## src/rtl/wdg_pkg.sv

```systemverilog
package wdg_pkg;

  // Field order matches the write-data bit positions [4:0].
  typedef struct packed {
    logic       ext_src;   // bit 4
    logic       run_stop;  // bit 3
    logic       run_halt;  // bit 2
    logic [1:0] tap;       // bits 1:0
  } wdg_mode_t;

  localparam int MODE_BITS = $bits(wdg_mode_t);

  localparam wdg_mode_t MODE_DEFAULT = '{
    ext_src:  1'b0,
    run_stop: 1'b1,
    run_halt: 1'b1,
    tap:      2'b01
  };

  // Terminal count multiplier exponent per tap code: x1, x2, x4, x16.
  function automatic int unsigned tap_shift(input logic [1:0] code);
    case (code)
      2'b00:   return 0;
      2'b01:   return 1;
      2'b10:   return 2;
      default: return 4;
    endcase
  endfunction

endpackage

```

## src/rtl/wdg_mode_reg.sv

```systemverilog
module wdg_mode_reg
  import wdg_pkg::*;
#(
  parameter int ADDR_W    = 8,
  parameter int DATA_W    = 8,
  parameter int MODE_ADDR = 8'h0F,
  parameter int WINDOW    = 64
) (
  input  logic              clk,
  input  logic              rst,
  input  logic              wdt_fire,
  input  logic              stop_exit,
  input  logic              wr_en,
  input  logic [ADDR_W-1:0] wr_addr,
  input  logic [DATA_W-1:0] wr_data,
  output wdg_mode_t         mode,
  output logic              win_open
);

  localparam int WIN_W = $clog2(WINDOW + 1);
  localparam logic [WIN_W-1:0] WIN_LAST = WIN_W'(WINDOW);

  logic [WIN_W-1:0] win_cnt_q;
  wdg_mode_t        mode_q;
  logic             wr_hit;
  logic             unused_rsvd;

  assign win_open    = (win_cnt_q < WIN_LAST);
  assign wr_hit      = wr_en && (wr_addr == ADDR_W'(MODE_ADDR)) && win_open;
  assign unused_rsvd = ^wr_data[DATA_W-1:MODE_BITS];
  assign mode        = mode_q;

  always_ff @(posedge clk) begin
    if (rst || wdt_fire) begin
      mode_q    <= MODE_DEFAULT;
      win_cnt_q <= '0;
    end else begin
      if (stop_exit) begin
        win_cnt_q <= '0;
      end else if (win_open) begin
        win_cnt_q <= win_cnt_q + 1'b1;
      end
      if (wr_hit) begin
        mode_q <= wdg_mode_t'(wr_data[MODE_BITS-1:0]);
      end
    end
  end


  mode_locked_chk: assert property (@(posedge clk) disable iff (rst)
    (!win_open && !wdt_fire) |=> $stable(mode_q));


  win_bound_chk: assert property (@(posedge clk) disable iff (rst)
    win_cnt_q <= WIN_LAST);


  stop_reopen_chk: assert property (@(posedge clk) disable iff (rst)
    (stop_exit && !wdt_fire) |=> (win_open && $stable(mode_q)));


  fire_default_chk: assert property (@(posedge clk) disable iff (rst)
    wdt_fire |=> (mode_q == MODE_DEFAULT && win_open));

endmodule

```

## src/rtl/wdg_gate.sv

```systemverilog
module wdg_gate
  import wdg_pkg::*;
(
  input  logic      clk,
  input  logic      rst,
  input  wdg_mode_t mode,
  input  logic      halt,
  input  logic      stop,
  input  logic      osc_tick,
  output logic      count_en,
  output logic      stop_exit
);

  logic stop_q;
  logic src_evt;
  logic halt_block;
  logic stop_block;

  always_ff @(posedge clk) begin
    if (rst) stop_q <= 1'b0;
    else     stop_q <= stop;
  end

  assign stop_exit  = stop_q && !stop;
  assign src_evt    = mode.ext_src || osc_tick;
  assign halt_block = halt && !mode.run_halt;
  assign stop_block = stop && !mode.run_stop;
  assign count_en   = src_evt && !halt_block && !stop_block;


  stop_exit_once_chk: assert property (@(posedge clk) disable iff (rst)
    stop_exit |=> !stop_exit);

endmodule

```

## src/rtl/wdg_counter.sv

```systemverilog
module wdg_counter
  import wdg_pkg::*;
#(
  parameter int TAP_BASE = 256
) (
  input  logic       clk,
  input  logic       rst,
  input  logic       kick,
  input  logic       count_en,
  input  logic [1:0] tap,
  output logic       fire,
  output logic       armed
);

  localparam int CNT_W  = $clog2(TAP_BASE * 16);
  localparam int NTAPS  = 4;

  logic [CNT_W-1:0] cnt_q;
  logic             armed_q;
  logic             fire_q;
  logic [CNT_W:0]   term_tbl [NTAPS];
  logic [CNT_W:0]   term_sel;
  logic [CNT_W:0]   cnt_next;
  logic             at_term;

  for (genvar g = 0; g < NTAPS; g++) begin : g_term
    assign term_tbl[g] = (CNT_W+1)'(TAP_BASE) << tap_shift(2'(g));
  end

  assign term_sel = term_tbl[tap];
  assign cnt_next = {1'b0, cnt_q} + 1'b1;
  assign at_term  = (cnt_next >= term_sel);

  always_ff @(posedge clk) begin
    if (rst || fire_q) begin
      cnt_q   <= '0;
      armed_q <= 1'b0;
      fire_q  <= 1'b0;
    end else begin
      fire_q <= 1'b0;
      if (kick) begin
        cnt_q   <= '0;
        armed_q <= 1'b1;
      end else if (armed_q && count_en) begin
        if (at_term) begin
          fire_q  <= 1'b1;
          armed_q <= 1'b0;
          cnt_q   <= '0;
        end else begin
          cnt_q <= cnt_next[CNT_W-1:0];
        end
      end
    end
  end

  assign fire  = fire_q;
  assign armed = armed_q;


  pulse_width_chk: assert property (@(posedge clk) disable iff (rst)
    fire_q |=> !fire_q);


  unarmed_quiet_chk: assert property (@(posedge clk) disable iff (rst)
    !armed_q |=> !fire_q);


  kick_restart_chk: assert property (@(posedge clk) disable iff (rst)
    (kick && !fire_q) |=> (armed_q && cnt_q == '0));


  freeze_chk: assert property (@(posedge clk) disable iff (rst)
    (armed_q && !count_en && !kick && !fire_q) |=> $stable(cnt_q));

endmodule

```

## src/rtl/wdg_timer.sv

```systemverilog
module wdg_timer
  import wdg_pkg::*;
#(
  parameter int ADDR_W    = 8,
  parameter int DATA_W    = 8,
  parameter int MODE_ADDR = 8'h0F,
  parameter int WINDOW    = 64,
  parameter int TAP_BASE  = 256
) (
  input  logic              clk,
  input  logic              rst,
  input  logic              kick_i,
  input  logic              halt_i,
  input  logic              stop_i,
  input  logic              osc_tick_i,
  input  logic              wr_en_i,
  input  logic [ADDR_W-1:0] wr_addr_i,
  input  logic [DATA_W-1:0] wr_data_i,
  output logic              wdt_rst_o
);

  wdg_mode_t mode;
  logic      win_open;
  logic      count_en;
  logic      stop_exit;
  logic      fire;
  logic      armed;
  logic      unused_armed;

  wdg_mode_reg #(
    .ADDR_W(ADDR_W), .DATA_W(DATA_W), .MODE_ADDR(MODE_ADDR), .WINDOW(WINDOW)
  ) u_mode (
    .clk(clk), .rst(rst), .wdt_fire(fire), .stop_exit(stop_exit),
    .wr_en(wr_en_i), .wr_addr(wr_addr_i), .wr_data(wr_data_i),
    .mode(mode), .win_open(win_open)
  );

  wdg_gate u_gate (
    .clk(clk), .rst(rst), .mode(mode), .halt(halt_i), .stop(stop_i),
    .osc_tick(osc_tick_i), .count_en(count_en), .stop_exit(stop_exit)
  );

  wdg_counter #(.TAP_BASE(TAP_BASE)) u_cnt (
    .clk(clk), .rst(rst), .kick(kick_i), .count_en(count_en),
    .tap(mode.tap), .fire(fire), .armed(armed)
  );

  assign wdt_rst_o    = fire;
  assign unused_armed = armed ^ win_open;


  window_write_chk: assert property (@(posedge clk) disable iff (rst)
    (wr_en_i && !win_open && !fire) |=> $stable(mode));

endmodule

```

## config.mk

```make
export PLATFORM = sky130hd
export DESIGN_NAME = wdg_timer
export DESIGN_NICKNAME = d
export VERILOG_FILES = /design/src/rtl/wdg_pkg.sv /design/src/rtl/wdg_mode_reg.sv /design/src/rtl/wdg_gate.sv /design/src/rtl/wdg_counter.sv /design/src/rtl/wdg_timer.sv
export SDC_FILE = /design/constraint.sdc
export NUM_CORES = 1
export LEC_CHECK = 0
export BUFFER_PORTS_ARGS = -buffer_cell sky130_fd_sc_hd__clkbuf_2
export CORE_MARGIN = 5
export CORE_UTILIZATION = 40
export DETAILED_ROUTE_END_ITERATION = 8
export GPL_ROUTABILITY_DRIVEN = 1
export PLACE_DENSITY_LB_ADDON = 0.05
export SLEW_MARGIN = 20
export SYNTH_ARGS = -nofsm -noshare
export SYNTH_HDL_FRONTEND = slang
export SYNTH_SLANG_ARGS = --single-unit
```

## constraint.sdc

```tcl
create_clock -name clk -period 3.1 [get_ports clk]
set_input_delay 0.31 -clock clk [delete_from_list [all_inputs] [get_ports clk]]
set_output_delay 0.31 -clock clk [all_outputs]
set_load 0.02 [all_outputs]
```

---- Yosys cells after proc, flatten, opt, wreduce, memory -nomap -nowiden ----
Cells that the tools add are included.
word-level totals
  register bits ........................... 27
  bits of input ports ..................... 23
operators by class
  $add $sub $neg .......................... 2
  $lt $le $gt $ge ......................... 3
  equal/unequal tests ..................... 1
  mux-type cells .......................... 8
  bitwise logic cells ..................... 2
  reduce and logical (&&, ||, !) cells .... 21
operators with widths
  kind                                                             number
  13-bit binary-select mux with 2-bit select                       1
  13-bit 2-to-1 mux                                                2
  12-bit by 1-bit adder with 13-bit output, second input constant  1
  13-bit >= comparator                                             1
  12-bit 2-to-1 mux                                                1
  8-bit by 4-bit == test with 1-bit output, second input constant  1
  1-bit logical AND                                                8
  7-bit by 1-bit adder with 7-bit output, second input constant    1
  7-bit < comparator, second input constant                        1
  1-bit zero test                                                  5
  1-bit 2-to-1 mux                                                 4
  2-bit nonzero test                                               2
  2-bit OR reduction                                               2
  3-bit >= comparator, second input constant                       1
  2-bit NOT with 3-bit output                                      1
  3-bit OR reduction                                               1
  1-bit logical OR                                                 2
  2-bit AND reduction                                              1
  1-bit NOT                                                        1

---- Logic depth before layout (Yosys ltp) ----
  depth in word-level cells ............... 8
  mapped depth ............................ 13

---- Cells and area by module ----
A second synthesis with hierarchy kept.
second synthesis, totals
  cell total of the unflattened synthesis .. 203
  area total of the unflattened synthesis .. 1,680.4 µm²
modules (own cells, without submodules)
  module        instances  cells each  area each (µm²)  seq. area each (µm²)
  wdg_counter   1          136         1,066.0          280.3
  wdg_mode_reg  1          60          555.5            240.2
  wdg_gate      1          7           58.8             20.0

---- Worst setup path before layout ----
OpenSTA, ideal clock, no wires.
  path type ............................... reg2reg
  from .................................... register u_cnt.cnt_q[0]
  to ...................................... register u_cnt.cnt_q[10]
  arrival time ............................ 2,575 ps
  data required time ...................... 3,026 ps
  setup slack ............................. 451 ps
  cell stages (with the launch flop) ...... 12
  buffers on the path ..................... 1
  cell sequence ........................... dfxtp_1 ha_1 nand4_1 or2_2 xnor2_1 ha_1 a211oi_1 a31oi_1 a41oi_4 buf_6 nand3_1 a31oi_1
between the ends
  cells in the longest elaborated chain, start to end .. 3
RTL lines
  item                                        RTL line           RTL
  from (decl)                                 wdg_counter.sv:18  logic [CNT_W-1:0] cnt_q;
  from (signal assigned)                      wdg_counter.sv:50  cnt_q <= cnt_next[CNT_W-1:0];
  12-bit by 1-bit adder with 13-bit output *  wdg_counter.sv:31  assign cnt_next = {1'b0, cnt_q} + 1'b1;
  13-bit >= comparator                        wdg_counter.sv:32  assign at_term = (cnt_next >= term_sel);
  12-bit 2-to-1 mux *                         wdg_counter.sv:45  if (at_term) begin
Mark *: on every way between the ends. The rest lies on a longest branch, timed or not.
A chain may end at the register's enable or synchronous reset.

---- Final worst setup path ----
  from .................................... register u_cnt.cnt_q[1]
  to ...................................... register u_cnt.cnt_q[4]
Same word-level chain as after synthesis.

==> impl_metrics.tcl <==
set metrics [dict create \
    finalMaxSlewViolations 0 \
    setup_violations 0 \
    netlist_instances 180 \
    clockBufferDepth 2 \
    final_cell_mix "dfxtp_1, nand2_1, clkbuf_2" \
    post_drt_via_cell_ratio 5.34 \
    die_y_um 71.0 \
    fin_ws_ns 0.234 \
    remaining_drc_errors 0 \
    drtPass1Iterations 4 \
    finalSetupTns_ns 0 \
    wl_um 3410 \
    final_common_cell "dfxtp_1" \
    grt_usage_pct 14.2 \
    r2r_cells 11 \
    crit_slowest_cell "dfxtp_1" \
    finalWeightedCongestion 0.882 \
    post_cts_buffers 0 \
    synth_warnings 0 \
    startpoint_type "flop" \
    worst_slew_pin_slew_ns 0.836 \
    syn_avg_cell_area_sq_um 8.26 \
    synthToLayoutAreaGrowth_pct 15.9 \
    drive_gt1_share_pct 18.8 \
    crit_required_ns 3.30 \
    ioPinCount 24 \
    crit_family "compound AO/OA/AOI/OAI gates" \
    cts_resized 0 \
    fmax_ghz 0.349 \
    syn_nets 209 \
    min_from "wr_data_i[2]" \
    drtIter0Drc 37 \
    antenna_found_initial 0 \
    post-place-cells 251 \
    rrSetupSlack_ns 0.23 \
    dpl.hpwl_um 2720 \
    portBuffers 20 \
    power_density_nw_per_um2 350 \
    reg2reg_from "u_cnt.cnt_q[1]$_SDFFE_PP0P_" \
    wl_per_cell_um 13.4 \
    ys_types 36 \
    maxSlewHeadroom_pct 44.2 \
    syn_area_sq_um 1490 \
    dieArea_sq_um 5040 \
    run_status "finished, final reports clean" \
    hold_path_depth 3 \
    insertion_delay_ns 0.27 \
    seq_area_frac_synth_pct 36.4 \
    min_period_ns 2.87 \
    ctsHtreeMaxLevel 1 \
    slowest_delay_ns 0.44 \
    drv_cap 0 \
    cp_num_buf_inv 1 \
    final_cells 255 \
    grt_pass1_vias 1305 \
    die_w_um 71.0 \
    cts.clk_slew.worst_paths_ns 0.09 \
    hold_viol 0 \
    ys_seq_elements 27 \
    power_leakage_uw 0.000625 \
    cts_hold_buf 0 \
    num_vias 1362 \
    cp_max_fo 10 \
    skew_ns 0.00355 \
    end_kind "flop" \
    grt-ovfl-total 0 \
    hold_slack_ns 0.256 \
    preCtsSetupSlack_ns 0.280 \
    finalNetCount 237 \
    grt_pass1_wl_um 5770 \
    placed_area_sq_um 1680 \
    grt_max_degree 15 \
    numCtsBuffers 3 \
    fin_crit_sh_pct 92.4 \
    cp.arrival_ns 3.07 \
    root_buffer "clkbuf_8" \
    holdPathEnd "u_mode.mode[2]$_SDFFE_PP1P_" \
    num_rows 22 \
    cts_tree "built" \
    post-route-cell-area_sq_um 1720 \
    rsz0062_at_grt "no" \
    path_class "reg -> reg" \
    irDropWorstVdd_uv 182 \
    core-area_sq_um 3630 \
    hold_class "in -> reg" \
    path_cells "ha_1, nand4_1, or2_2, xnor2_1, ha_1, a211oi_1, a31oi_1, a41oi_4, buf_4, nand3_1, a31oi_1" \
    r2r_end "u_cnt.cnt_q[4]$_SDFFE_PP0P_" \
    start_util_pct 40.9 \
    ant_nets 0 \
    diodes 0 \
    clock-sinks 27 \
]
## tightest hold or removal path, cell delays in order
cell	delay (ns)
clkbuf_2	0.08
mux2i_1	0.05
nand2_1	0.06
## power by group
| group | switching (uW) | internal [uW] | total [uW] |
|---|---|---|---|
| clock network | 109 | 92.1 | 201 |
| logic | 25.2 | 21.2 | 46.4 |
| registers | 3.90 | 352 | 356 |
| total | 138 | 465 | 603 |
## through the flow
stage	util [%]	total power (uW)
global route	47.4	633
floorplan	-	388
CTS	47.4	609
global placement	46.2	409
detailed placement	46.2	410
finish	47.4	603
## Yosys cell counts
library cell   n  area share (%)
ha_1           6             5.1
mux2i_1        6             4.0
buf_6          1            0.76
o2111ai_1      1            0.59
o22ai_1        7             2.9
or4_1          1            0.51
inv_1          9             2.3
o21ai_0        4             1.3
xor2_1         3             1.8
nand4b_1       3             1.8
a211oi_1       1            0.51
buf_2          2            0.67
or4b_2         1            0.67
a41oi_4        1             1.9
nand2_1       22             5.6
nand2b_1       4             1.7
o221ai_1       1            0.59
nor3_1         7             2.4
a2111oi_0      1            0.59
and2_4         1            0.59
o31ai_1        1            0.51
o21ai_1        1            0.34
nor2_1        17             4.3
dfxtp_1       27              36
and3_1         4             1.7
nor4b_4        1             1.6
nand4_1        4             1.7
nand3_2        2             1.3
clkbuf_1       2            0.51
a21oi_1        5             1.7
nand3_1       13             4.4
nor2b_1        2            0.84
xnor2_1        4             2.4
or2_2          2            0.84
a31oi_1       10             4.2
or3_1          3             1.3
## worst max-delay path by stage
stage / from / end / slack [ns] / cells after the start
3_5_place_dp: u_cnt.cnt_q[1]$_SDFFE_PP0P_ / u_cnt.cnt_q[4]$_SDFFE_PP0P_ / 0.28 / 11
2_1_floorplan: u_cnt.cnt_q[0]$_SDFFE_PP0P_ / u_cnt.cnt_q[10]$_SDFFE_PP0P_ / 0.45 / 11
6_report: u_cnt.cnt_q[1]$_SDFFE_PP0P_ / u_cnt.cnt_q[4]$_SDFFE_PP0P_ / 0.23 / 11
3_3_place_gp: u_cnt.cnt_q[1]$_SDFFE_PP0P_ / u_cnt.cnt_q[4]$_SDFFE_PP0P_ / 0.28 / 11
4_1_cts: u_cnt.cnt_q[1]$_SDFFE_PP0P_ / u_cnt.cnt_q[4]$_SDFFE_PP0P_ / 0.24 / 11
5_1_grt: u_cnt.cnt_q[3]$_SDFFE_PP0P_ / u_cnt.cnt_q[4]$_SDFFE_PP0P_ / 0.06 / 11
## flip-flops by register name, indices dropped and copies added (netlist names)
signal	count
u_cnt.armed	1
u_gate.stop_q	1
u_mode.win_cnt_q	7
u_cnt.cnt_q	12
u_mode.mode	5
u_cnt.fire	1
## logic make-up after synthesis
kind of cell | share of synthesized area, %
and+or+nand+nor | 31.1
AOI/OAI and AO/OA | 15.2
DFF | 36.4
buffers and inverters | 4.21
xor gates and xnor gates | 4.12
muxes | 4.04
adders and majority gates | 5.05
## per-layer routing
metal,vias up,GRT usage [%],share of wire [%]
met4,0,7.52,2.9
met5,-,0,0
li1,707,-,-
met1,607,16.3,44
met3,12,2.98,4.7
met2,36,24.5,48
## layout make-up
cell class | count | area, sq um
tap | 48 | 60.1
sequential | 27 | 541
timing repair buffer | 28 | 160
fill | 388 | 1910
clock buffer | 4 | 45.0
multi-input combinational | 139 | 883
inverter | 9 | 33.8
Power figures use the tool's default switching activity.
